`src/rtl/llf_pkg.sv`:
```
package llf_pkg;
  typedef enum logic [3:0] {
    ST_IDLE, ST_DREQ, ST_DWAIT, ST_DLOAD, ST_CHECK,
    ST_BREQ, ST_BWAIT, ST_HOLD, ST_FIN, ST_FAIL
  } llf_state_e;

  localparam int DESC_WORDS = 4;
  localparam int LAST_BIT   = 31;

  typedef struct packed {
    logic [31:0] flags;
    logic [31:0] next;
    logic [31:0] len;
    logic [31:0] src;
  } llf_desc_t;
endpackage

```
`src/rtl/llf_desc_capture.sv`:
```
module llf_desc_capture #(
  parameter int WORDS = 4,
  parameter int W     = 32,
  localparam int IW   = (WORDS > 1) ? $clog2(WORDS) : 1
) (
  input  logic                      clk,
  input  logic                      rst,
  input  logic                      wr_en,
  input  logic [IW-1:0]             idx,
  input  logic [W-1:0]              wdata,
  output logic [WORDS-1:0][W-1:0]   words_q
);
  for (genvar g = 0; g < WORDS; g++) begin : g_word
    always_ff @(posedge clk) begin
      if (rst)
        words_q[g] <= '0;
      else if (wr_en && idx == IW'(g))
        words_q[g] <= wdata;
    end
  end
endmodule

```
`src/rtl/llf_beat_out.sv`:
```
module llf_beat_out #(
  parameter int W  = 32,
  localparam int B = W / 8
) (
  input  logic         clk,
  input  logic         rst,
  input  logic         load,
  input  logic [W-1:0] ld_data,
  input  logic [B-1:0] ld_keep,
  input  logic         out_ready,
  output logic         out_valid,
  output logic [W-1:0] out_data,
  output logic [B-1:0] out_keep,
  output logic         accept
);
  assign accept = out_valid && out_ready;

  always_ff @(posedge clk) begin
    if (rst) begin
      out_valid <= 1'b0;
      out_data  <= '0;
      out_keep  <= '0;
    end else if (load) begin
      out_valid <= 1'b1;
      out_data  <= ld_data;
      out_keep  <= ld_keep;
    end else if (accept) begin
      out_valid <= 1'b0;
    end
  end


  hold_stall_chk: assert property (@(posedge clk) disable iff (rst)
    out_valid && !out_ready |=> out_valid && $stable(out_data) && $stable(out_keep));


  keep_shape_chk: assert property (@(posedge clk) disable iff (rst)
    out_valid |-> out_keep[0] && $onehot({1'b0, out_keep} + {{B{1'b0}}, 1'b1}));
endmodule

```
`src/rtl/llf_chain_reader.sv`:
```
module llf_chain_reader
  import llf_pkg::*;
#(
  parameter int AW = 32,
  parameter int DW = 32,
  parameter int LW = 32,
  localparam int BYTES = DW / 8,
  localparam int IW    = $clog2(DESC_WORDS)
) (
  input  logic             clk,
  input  logic             rst,
  input  logic             launch,
  input  logic             cfg_chain_en,
  input  logic [AW-1:0]    cfg_head_addr,
  input  logic [AW-1:0]    cfg_buf_addr,
  input  logic [LW-1:0]    cfg_buf_len,
  output logic             mem_rd_en,
  output logic [AW-1:0]    mem_addr,
  input  logic             mem_rvalid,
  input  logic [DW-1:0]    mem_rdata,
  input  logic             mem_rerr,
  output logic             out_valid,
  output logic [DW-1:0]    out_data,
  output logic [BYTES-1:0] out_keep,
  input  logic             out_ready,
  output logic             busy,
  output logic             src_done,
  output logic             rd_err
);
  llf_state_e st;
  logic [IW-1:0]  widx;
  logic [AW-1:0]  rd_addr, cur, nxt;
  logic [LW-1:0]  rem, take;
  logic           last;
  logic [DESC_WORDS-1:0][DW-1:0] dwords;
  llf_desc_t      desc;
  logic [BYTES-1:0] nkeep;
  logic           d_wr, b_load, accept;

  assign desc  = llf_desc_t'(dwords);
  assign d_wr  = (st == ST_DWAIT) && mem_rvalid && !mem_rerr;
  assign b_load = (st == ST_BWAIT) && mem_rvalid && !mem_rerr;
  assign take  = (rem >= LW'(BYTES)) ? LW'(BYTES) : rem;

  for (genvar b = 0; b < BYTES; b++) begin : g_keep
    assign nkeep[b] = rem > LW'(b);
  end

  llf_desc_capture #(.WORDS(DESC_WORDS), .W(DW)) u_cap (
    .clk(clk), .rst(rst), .wr_en(d_wr), .idx(widx),
    .wdata(mem_rdata), .words_q(dwords)
  );

  llf_beat_out #(.W(DW)) u_beat (
    .clk(clk), .rst(rst), .load(b_load), .ld_data(mem_rdata),
    .ld_keep(nkeep), .out_ready(out_ready), .out_valid(out_valid),
    .out_data(out_data), .out_keep(out_keep), .accept(accept)
  );

  always_ff @(posedge clk) begin
    if (rst) begin
      st      <= ST_IDLE;
      widx    <= '0;
      rd_addr <= '0;
      cur     <= '0;
      nxt     <= '0;
      rem     <= '0;
      last    <= 1'b0;
    end else begin
      unique case (st)
        ST_IDLE: if (launch) begin
          if (cfg_chain_en) begin
            rd_addr <= cfg_head_addr;
            widx    <= '0;
            st      <= ST_DREQ;
          end else begin
            cur  <= cfg_buf_addr;
            rem  <= cfg_buf_len;
            last <= 1'b1;
            st   <= ST_CHECK;
          end
        end
        ST_DREQ: st <= ST_DWAIT;
        ST_DWAIT: begin
          if (mem_rerr) st <= ST_FAIL;
          else if (mem_rvalid) begin
            if (widx == IW'(DESC_WORDS - 1)) st <= ST_DLOAD;
            else begin
              widx    <= widx + 1'b1;
              rd_addr <= rd_addr + AW'(BYTES);
              st      <= ST_DREQ;
            end
          end
        end
        ST_DLOAD: begin
          cur  <= AW'(desc.src);
          rem  <= LW'(desc.len);
          nxt  <= AW'(desc.next);
          last <= desc.flags[LAST_BIT];
          st   <= ST_CHECK;
        end
        ST_CHECK: begin
          if (rem != '0) st <= ST_BREQ;
          else if (last) st <= ST_FIN;
          else begin
            rd_addr <= nxt;
            widx    <= '0;
            st      <= ST_DREQ;
          end
        end
        ST_BREQ: st <= ST_BWAIT;
        ST_BWAIT: begin
          if (mem_rerr) st <= ST_FAIL;
          else if (mem_rvalid) begin
            rem <= rem - take;
            cur <= cur + AW'(BYTES);
            st  <= ST_HOLD;
          end
        end
        ST_HOLD: if (accept) st <= ST_CHECK;
        ST_FIN:  st <= ST_IDLE;
        ST_FAIL: st <= ST_IDLE;
        default: st <= ST_IDLE;
      endcase
    end
  end

  assign mem_rd_en = (st == ST_DREQ) || (st == ST_BREQ);
  assign mem_addr  = (st == ST_BREQ) ? cur : rd_addr;
  assign busy      = (st != ST_IDLE);
  assign src_done  = (st == ST_FIN);
  assign rd_err    = (st == ST_FAIL);


  rd_pulse_chk: assert property (@(posedge clk) disable iff (rst)
    mem_rd_en |=> !mem_rd_en);

  done_pulse_chk: assert property (@(posedge clk) disable iff (rst)
    src_done |=> !src_done && !busy);

  err_exclusive_chk: assert property (@(posedge clk) disable iff (rst)
    rd_err |-> !src_done && !out_valid);

  err_idle_chk: assert property (@(posedge clk) disable iff (rst)
    rd_err |=> !busy && !mem_rd_en);

  busy_launch_chk: assert property (@(posedge clk) disable iff (rst)
    busy && launch && !src_done && !rd_err |=> busy);

  no_rd_in_hold_chk: assert property (@(posedge clk) disable iff (rst)
    out_valid |-> !mem_rd_en);
endmodule

```
`config.mk`:
```
export PLATFORM = sky130hd
export DESIGN_NAME = llf_chain_reader
export DESIGN_NICKNAME = d
export VERILOG_FILES = /design/src/rtl/llf_pkg.sv /design/src/rtl/llf_desc_capture.sv /design/src/rtl/llf_beat_out.sv /design/src/rtl/llf_chain_reader.sv
export SDC_FILE = /design/constraint.sdc
export NUM_CORES = 1
export LEC_CHECK = 0
export CORE_ASPECT_RATIO = 1.1
export CORE_MARGIN = 1
export CORE_UTILIZATION = 55
export DETAILED_ROUTE_END_ITERATION = 10
export PLACE_DENSITY = 0.8
export SLEW_MARGIN = 10
export SYNTH_ARGS = -nofsm -noshare
export SYNTH_HDL_FRONTEND = slang
export SYNTH_SLANG_ARGS = --single-unit
```
`constraint.sdc`:
```
create_clock -name clk -period 3.8 [get_ports clk]
set_clock_uncertainty 0.05 [all_clocks]
set_input_delay 0.57 -clock clk [delete_from_list [all_inputs] [get_ports clk]]
set_output_delay 0.57 -clock clk [all_outputs]
set_load 0.01 [all_outputs]
```
==> run metrics, run 1 <==
DR DRC count=0; PortBufs=between 200 and 250; root buffer cell=clkbuf_16; nets@finish=1974; Post-synth ARST share=0; DRT antenna net count=0; Final Critical Period=3520 ps; peak supply drop=0.000436 V; Setup crit end kind=output pin; Initial Util=0.564; setup ws final=277 ps; Finish-stage setup viols=0; #FFs+latches synth=~270; H-tree depth=1; count of cell types in the netlist=73; CTS sink count=roughly 270; largest net degree at the start of global routing=~190; Via-to-Cell Ratio=around 6.4; worst setup path class=flip-flop to output pin; Post-synth EDFFs=0; CTS tree=done; Syn Std Cell Area=about 13000 sq um; Mapped Cells=1698; Post-CTS Setup Repair Bufs=0; HPWL Detailed=about 34000 um; RSZ-0062 raised after global routing=false; worst-path maximum fanout=33; clk slew on worst S/H paths=70 ps; total CTS buffers=27; DRT iter0 DRCs=1827; cts repair resizes=0; syn_area_per_cell=7.65 sq um; worst skew pair latency=550 ps; Clock Path Buffers=3; # hold bufs at CTS=0; Required @ worst endpoint=around 3200 ps; Area growth, synth to finish=24.5%; P per Cell Area=507 nW/um^2; GRT Total Usage=0.389; antenna diode count=0; Slew Limit Fails=0; Die Y=approximately 160 um; Top Ports=208; f_max=284 MHz; met1 usage=0.555; leakage power=5.39 nW; MaxCap Viol Count=0; Main synth FF type=dfxtp_1; Rows=58; first-pass GRT wire length=72600 um; yosys warns=0; Crit path arrival time=2900 ps; share of cells above drive strength 1=0.0740; grt ovf=0; first-pass iteration count of the detailed router=8; final wirelength=48100 um; met2 Usage GRT=0.590; CP startpoint kind=flip-flop; register area share after synthesis=0.415; Max transition margin=0.228; slew at the pin closest to its max-slew limit=1160 ps; WL/cell=roughly 22 um; hold crit path type=flip-flop to flip-flop; Synth Net Count=1840; setup total negative slack=0 ps; dpl ws=roughly 480 ps; Core Area=~23000 sq um; DR vias=13866; number of failing hold endpoints at the final stage=0; vias in the first global route=12360; die outline area=24200 sq um; M3 GR Usage=0.0726; GP Congestion=0.946; Tcrit/Tclk final=0.927; grt peak-use layer=met2; Die W=148 um; initial antenna violation count=1; status=completed
state kept, by name, summed over array words and instances, names as in the netlist:
signal	count
widx	2
last	1
u_beat.out_data	32
rem	32
u_beat.out_keep	4
nxt	32
rd_addr	32
u_beat.out_valid	1
u_cap.words_q	97
st	4
cur	32
worst paths after layout:
check	startpoint	end	slack (ps)	cells past startpoint
setup / recovery	st[3]$_SDFFE_PP0P_	mem_addr[1]	280	6
hold / removal	u_cap.words_q[75]$_SDFFE_PP0P_	nxt[11]$_SDFFE_PP0N_	400	2
setup reg to reg	st[2]$_SDFFE_PP0P_	cur[22]$_SDFFE_PP0P_	730	9
hold reg to reg	u_cap.words_q[75]$_SDFFE_PP0P_	nxt[11]$_SDFFE_PP0N_	400	2
cell usage after synthesis (4+ instances only):
cell / number / share of area
and4_1: 6 / 0.0040
buf_2: 9 / 0.0035
and3_1: 10 / 0.0048
o32ai_1: 4 / 0.0027
and2_1: 7 / 0.0034
a221o_1: 8 / 0.0062
a21oi_1: 229 / 0.088
a211oi_1: 16 / 0.0093
o41ai_1: 4 / 0.0027
buf_1: 8 / 0.0023
a221oi_1: 17 / 0.011
inv_1: 12 / 0.0035
o21ai_0: 91 / 0.035
a31oi_1: 14 / 0.0067
o311ai_0: 8 / 0.0054
a22oi_1: 48 / 0.028
nand3_1: 39 / 0.015
a22o_1: 19 / 0.013
a32o_1: 4 / 0.0031
or3_1: 11 / 0.0053
ha_1: 7 / 0.0067
nor4_1: 13 / 0.0063
a222oi_1: 12 / 0.0093
o211ai_1: 8 / 0.0046
clkbuf_1: 117 / 0.034
a311oi_1: 15 / 0.010
xnor2_1: 5 / 0.0034
nor2b_1: 5 / 0.0024
or4_1: 9 / 0.0052
nand2b_1: 9 / 0.0043
o22ai_1: 6 / 0.0029
or2_2: 4 / 0.0019
mux2_2: 31 / 0.027
o31ai_1: 11 / 0.0064
nand2_1: 404 / 0.12
nand4_1: 11 / 0.0053
nor2_1: 97 / 0.028
a21o_1: 5 / 0.0029
xor2_1: 4 / 0.0027
dfxtp_1: 269 / 0.41
nor3_1: 47 / 0.018
cell type report:
cell class	instances	area, sq um
inverter	12	45.0
timing repair buffer	241	2370
clock inverter	15	186
sequential	269	5390
multi-input combinational	1281	7100
tap	300	375
fill	1929	6840
clock buffer	33	708
through the flow:
stage / utilization / instances / total power [mW] / area [sq um] / hold WS [ps]
global route: 0.703 / 2151 / 8.50 / 16200 / 417
floorplan: - / 1698 / 4.52 / 13000 / 382
CTS: 0.703 / 2151 / 8.14 / 16200 / 399
global placement: 0.664 / 2103 / 5.42 / 15300 / 389
detailed placement: 0.664 / 2103 / 5.43 / 15300 / 394
finish: 0.703 / 2151 / 8.20 / 16200 / 402
per-layer routing:
layer  wire length, um  vias up  part of all wire
met2             21300      774              0.44
met3              5190       83              0.11
li1                  -     6401                 -
met4              1350        2             0.028
met5                13        -           0.00027
met1             20200     6606              0.42
report_power, final:
group | switching, mW | internal [mW]
clock | 1.14 | 1.60
sequential | 0.308 | 3.01
combinational | 1.26 | 0.879
cell families after synthesis:
group                      count (synthesis)  share of synthesized area
AOI/OAI and AO/OA                        542                      0.264
xor gates and xnor gates                   9                    0.00607
adders and majority gates                  7                    0.00675
buffers and inverters                    148                     0.0442
DFF                                      269                      0.415
muxes                                     32                     0.0277
other                                      1                   0.000289
and+or+nand+nor                          690                      0.236
worst max-delay path: stages (launching register included):
cell             delay, ps
dfxtp_1                500
inv_1                  250
nand2_1                150
nor3_2                 140
buf_4                  400
mux2_2                 420
clkdlybuf4s50_1        500
cell usage in the layout (no fill, tap or decap), types with 8 or more instances in the layout:
| cell | instances |
|---|---|
| a221o_1 | 8 |
| buf_4 | 31 |
| inv_1 | 12 |
| nor2_1 | 93 |
| o311ai_0 | 8 |
| a21oi_1 | 228 |
| nand2b_1 | 9 |
| clkdlybuf4s50_1 | 206 |
| a22o_1 | 19 |
| a31oi_1 | 14 |
| or4_1 | 9 |
| a211oi_1 | 16 |
| nor3_1 | 46 |
| or3_1 | 11 |
| o211ai_1 | 8 |
| and3_1 | 10 |
| o31ai_1 | 11 |
| nand3_1 | 39 |
| clkbuf_16 | 27 |
| a222oi_1 | 12 |
| nand2_1 | 404 |
| a311oi_1 | 15 |
| a22oi_1 | 48 |
| dfxtp_1 | 269 |
| nand4_1 | 11 |
| mux2_2 | 31 |
| nor4_1 | 13 |
| o21ai_0 | 90 |
| a221oi_1 | 17 |
Note: power is estimated with default switching activity, not from simulation.
==> inputs of run 2 (changes only) <==
- PLACE_DENSITY: 0.8 -> 0.93
==> run 2 against run 1 <==
- sequential power barely moved
- worst setup slack improved by 160 ps
- routed wire length rose by 1.9%
- non-clock buffer count rose by 7
- first-iteration DRC count rose by 27%
- clock power rose by 2%
- count of clock-buffer cells in the layout rose by 4
- maximum frequency rose by 4.8%
- critical path depth fell by 2
- combinational power rose by 2%
- register-to-register slack got worse by 40 ps
- critical endpoint is now mem_addr[8]
- largest power group unchanged
==> run metrics, run 2 (same netlist as run 1, synthesis figures left out) <==
Die Y=163 um; status=completed; hold crit path type=input pin to flip-flop; antenna diode count=0; setup total negative slack=0 ps; number of failing hold endpoints at the final stage=0; commonest non-fill, non-tap cell in the layout=nand2_1; RSZ-0062 raised after global routing=false; Initial Util=0.564; die outline area=24200 sq um; DRT iter0 DRCs=2323; Util after Layout=0.706; Min Hold Slack=234 ps; H-tree depth=1; worst skew pair latency=550 ps; Most flops, register=u_cap.words_q; root buffer cell=clkbuf_16; HPWL Detailed=34100 um; dpl ws=581 ps; Finish-stage setup viols=0; reg2reg start=st[1]$_SDFFE_PP0P_; MaxCap Viol Count=0; grt ovf=0; Max transition margin=0.270; clk slew on worst S/H paths=~60 ps; PortBufs=207; peak supply drop=0.000372 V; Crit path arrival time=around 2700 ps; GRT Total Usage=0.395; slew at the pin closest to its max-slew limit=roughly 1100 ps; max reg flops=between 90 and 100; worst setup path class=flip-flop to output pin; vias in the first global route=about 13000; worst setup path endpoint=mem_addr[8]; Rows=58; CTS sink count=269; worst-path maximum fanout=33; final wirelength=49000 um; WL/cell=22.7 um; # hold bufs at CTS=0; share of cells above drive strength 1=0.0775; GP Congestion=about 0.99; setup ws final=440 ps; Final Critical Period=3360 ps; Inst Count DP=2110; P per Cell Area=510 nW/um^2; first-pass GRT wire length=73700 um; DR DRC count=0; DR vias=~14000; Reg2Reg Setup Slack=690 ps; nets@finish=between 1500 and 2000; non-filler cells, final=2158; CP Launch Point=st[1]$_SDFFE_PP0P_; filler cell count=1790; commonest non-fill, non-tap cells in the layout=404 x nand2_1, 269 x dfxtp_1, 229 x a21oi_1; Via-to-Cell Ratio=6.60; Area growth, synth to finish=25.1%; Slew Limit Fails=0; cts repair resizes=0; Setup crit end kind=output pin; Core Area=23000 sq um; Post-CTS Setup Repair Bufs=0; total CTS buffers=28; first-pass iteration count of the detailed router=7; largest net degree at the start of global routing=234; Clock Path Buffers=3; worst r2r path cells=7; CP startpoint kind=flip-flop; Area after DPL=15300 sq um; CTS tree=done; initial antenna violation count=0; Total Power=8.28 mW; Top Ports=208; fin area=roughly 16000 sq um; DRT antenna net count=0; Required @ worst endpoint=3180 ps; Tcrit/Tclk final=0.884; f_max=298 MHz; Die W=148 um; leakage power=5.43 nW; RR Endpoint=rd_addr[15]$_SDFFE_PP0P_
-- run 2: cell types whose count changed in the layout (fill, tap and decap cells not counted), moves of 2 or more --
cell	change
clkbuf_8	+2
buf_4	+8
clkbuf_16	+2
clkinv_2	-3
-- run 2: report_power, final --
group          internal (mW)  switching, mW  leakage [nW]
clock network           1.65           1.15         0.443
logic                  0.891           1.29          2.81
registers               3.01          0.287          2.18
total                   5.55           2.73          5.43
-- run 2: how the worst min path moves through the flow --
stage	startpoint	endpoint	slack, ps	depth (start not counted)
2_1_floorplan	u_cap.words_q[64]$_SDFFE_PP0P_	nxt[0]$_SDFFE_PP0N_	380	2
3_3_place_gp	u_cap.words_q[95]$_SDFFE_PP0P_	nxt[31]$_SDFFE_PP0N_	390	2
3_5_place_dp	u_cap.words_q[73]$_SDFFE_PP0P_	nxt[9]$_SDFFE_PP0N_	390	2
4_1_cts	rst	rem[2]$_SDFFE_PP0P_	230	2
5_1_grt	rst	rem[2]$_SDFFE_PP0P_	240	2
6_report	rst	rem[2]$_SDFFE_PP0P_	230	2
-- run 2: area by class of cell --
type / count / area (sq um) / share of cell area
Clock buffer: 37 / 786 / 0.0484
Clock inverter: 11 / 140 / 0.00863
Inverter: 12 / 45.0 / 0.00277
Multi-Input combinational cell: 1281 / 7100 / 0.437
Sequential cell: 269 / 5390 / 0.332
Tap cell: 300 / 375 / 0.0231
Timing Repair Buffer: 248 / 2410 / 0.148
-- run 2: worst max-delay path: stages (launching register included) --
cell	delay, ps
dfxtp_1	570
nor3_2	280
buf_4	410
mux2_2	430
clkdlybuf4s50_1	480
-- run 2: routing by layer --
layer  vias to the layer above  GRT usage  part of all wire
met5                         -          0                 0
met4                         0      0.186             0.054
met3                       164     0.0665              0.11
met2                       989      0.612              0.44
met1                      6674      0.533              0.39
li1                       6414          -                 -
==> inputs of run 3 (changes only) <==
- SLEW_MARGIN: 10 -> 40
==> run 3 against run 2 <==
- worst setup slack worse by 12 ps
- first-iteration DRC count is 7.4% lower
- clock power is 4% lower
- maximum frequency is 0.36% lower
- cell count hardly changed
- die area stayed put
- sequential share of layout area hardly changed
- core utilization is 0.093 points lower
- count of clock-buffer cells in the layout is 2 lower
- routed wire length is 0.72% lower
- register-to-register slack better by 20 ps
- largest power group unchanged
- highest routed layer unchanged
==> run metrics, run 3 (same netlist as run 1, synthesis figures left out) <==
Tcrit/Tclk final=0.887; CTS tree=done; Initial Util=0.564; MaxCap Viol Count=0; reg2reg start=st[1]$_SDFFE_PP0P_; max reg flops=between 90 and 100; GRT Total Usage=0.391; sw frac=0.333; DRT antenna net count=0; die outline area=24200 sq um; CP startpoint kind=flip-flop; Slowest cell on crit path=dfxtp_1; DRT iter0 DRCs=2151; first-pass iteration count of the detailed router=10; Min Hold Slack=247 ps; Logic pwr share=0.267; cts repair resizes=0; worst-path maximum fanout=33; Reg2Reg Setup Slack=710 ps; grt peak-use layer=met2; Via-to-Cell Ratio=6.59; antenna diode count=0; Required @ worst endpoint=3180 ps; CP bufs+invs=2; HPWL Detailed=34300 um; Rows=58; commonest non-fill, non-tap cells in the layout=404 x nand2_1, 269 x dfxtp_1, 229 x a21oi_1; final wirelength=48700 um; H-tree depth=1; Pint=5.46 mW; Post-CTS Setup Repair Bufs=0; DR vias=14232; grt ovf=0; Total Power=8.18 mW; vias in the first global route=12813; total CTS buffers=27; Clock Power Share=0.330; Slowest Stage Delay on Critical Path=870 ps; Slew Limit Fails=0; worst skew pair latency=between 500 and 600 ps; commonest non-fill, non-tap cell in the layout=nand2_1; top cell family by delay on the critical path=buffers and inverters; RSZ-0062 raised after global routing=false; # hold bufs at CTS=0; Seq pwr share=0.403; root buffer cell=clkbuf_16; NetSw=2.72 mW; leakage power=5.43 nW; largest net degree at the start of global routing=roughly 150; GP Congestion=0.993; Crit path arrival time=2750 ps; Hold Crit Start=rst; Area growth, synth to finish=24.9%; first-pass GRT wire length=73000 um; M3 GR Usage=0.0684; Top Ports=about 210; share of cells above drive strength 1=0.0780; worst setup path class=flip-flop to output pin; Die Y=163 um; crit-path cells=nor3_2, buf_4, o21ai_0, clkdlybuf4s50_1; f_max=297 MHz; Max transition margin=0.434; initial antenna violation count=0; worst r2r path cells=7; clk slew on worst S/H paths=60 ps; slew at the pin closest to its max-slew limit=848 ps; Finish-stage setup viols=0; Final Critical Period=3370 ps; WL/cell=22.5 um; met2 Usage GRT=0.602; Core Area=23000 sq um; hold depth=2; Clock Path Buffers=3; RR Endpoint=rd_addr[15]$_SDFFE_PP0P_; number of failing hold endpoints at the final stage=0; Most flops, register=u_cap.words_q; met1 usage=0.532; Hold Path End=rem[0]$_SDFFE_PP0P_; peak supply drop=between 0.0004 and 0.0005 V; setup total negative slack=0 ps; PortBufs=207; P per Cell Area=504 nW/um^2; CTS sink count=269; status=completed; Die W=148 um; hold crit path type=input pin to flip-flop; nets@finish=~2000; DR DRC count=0; Setup crit end kind=output pin
==> run 3: how the worst max path moves through the flow <==
| stage | start | cells after the start | end |
|---|---|---|---|
| 6_report | st[1]$_SDFFE_PP0P_ | 4 | mem_addr[6] |
| 4_1_cts | st[1]$_SDFFE_PP0P_ | 4 | mem_addr[6] |
| 2_1_floorplan | st[2]$_SDFFE_PP0P_ | 5 | mem_addr[10] |
| 3_5_place_dp | cfg_chain_en | 8 | rem[16]$_SDFFE_PP0P_ |
| 5_1_grt | st[1]$_SDFFE_PP0P_ | 4 | mem_addr[19] |
| 3_3_place_gp | launch | 9 | cur[8]$_SDFFE_PP0P_ |
==> run 3: area by class of cell <==
| class | instances | area, sq um |
|---|---|---|
| multi-input combinational | 1281 | 7100 |
| fill | 1826 | 6790 |
| sequential | 269 | 5390 |
| timing repair buffer | 249 | 2430 |
| clock buffer | 35 | 726 |
| tap | 300 | 375 |
| clock inverter | 14 | 151 |
| inverter | 12 | 45.0 |
==> run 3: power groups by stage <==
stage	Combinational (mW)	Sequential [mW]	Clock [mW]
floorplan	1.30	3.23	0
global placement	2.08	3.34	0
detailed placement	2.09	3.34	0
CTS	2.11	3.28	2.69
global route	2.31	3.32	2.83
finish	2.18	3.30	2.70
==> run 3: metal layers <==
layer,wire length (um),part of all wire
met2,21400,0.44
met1,18500,0.38
met3,6350,0.13
met4,2450,0.050
met5,0,0
==> run 3: stage by stage <==
step | util | cells | cell area, sq um | worst slack, ps
final | 0.705 | 2160 | 16200 | 428
after global routing | 0.705 | 2160 | 16200 | 359
after CTS | 0.705 | 2160 | 16200 | 484
after floorplan | - | 1698 | 13000 | 1230
after global placement | 0.666 | 2110 | 15300 | 619
after detailed placement | 0.667 | 2111 | 15300 | 615
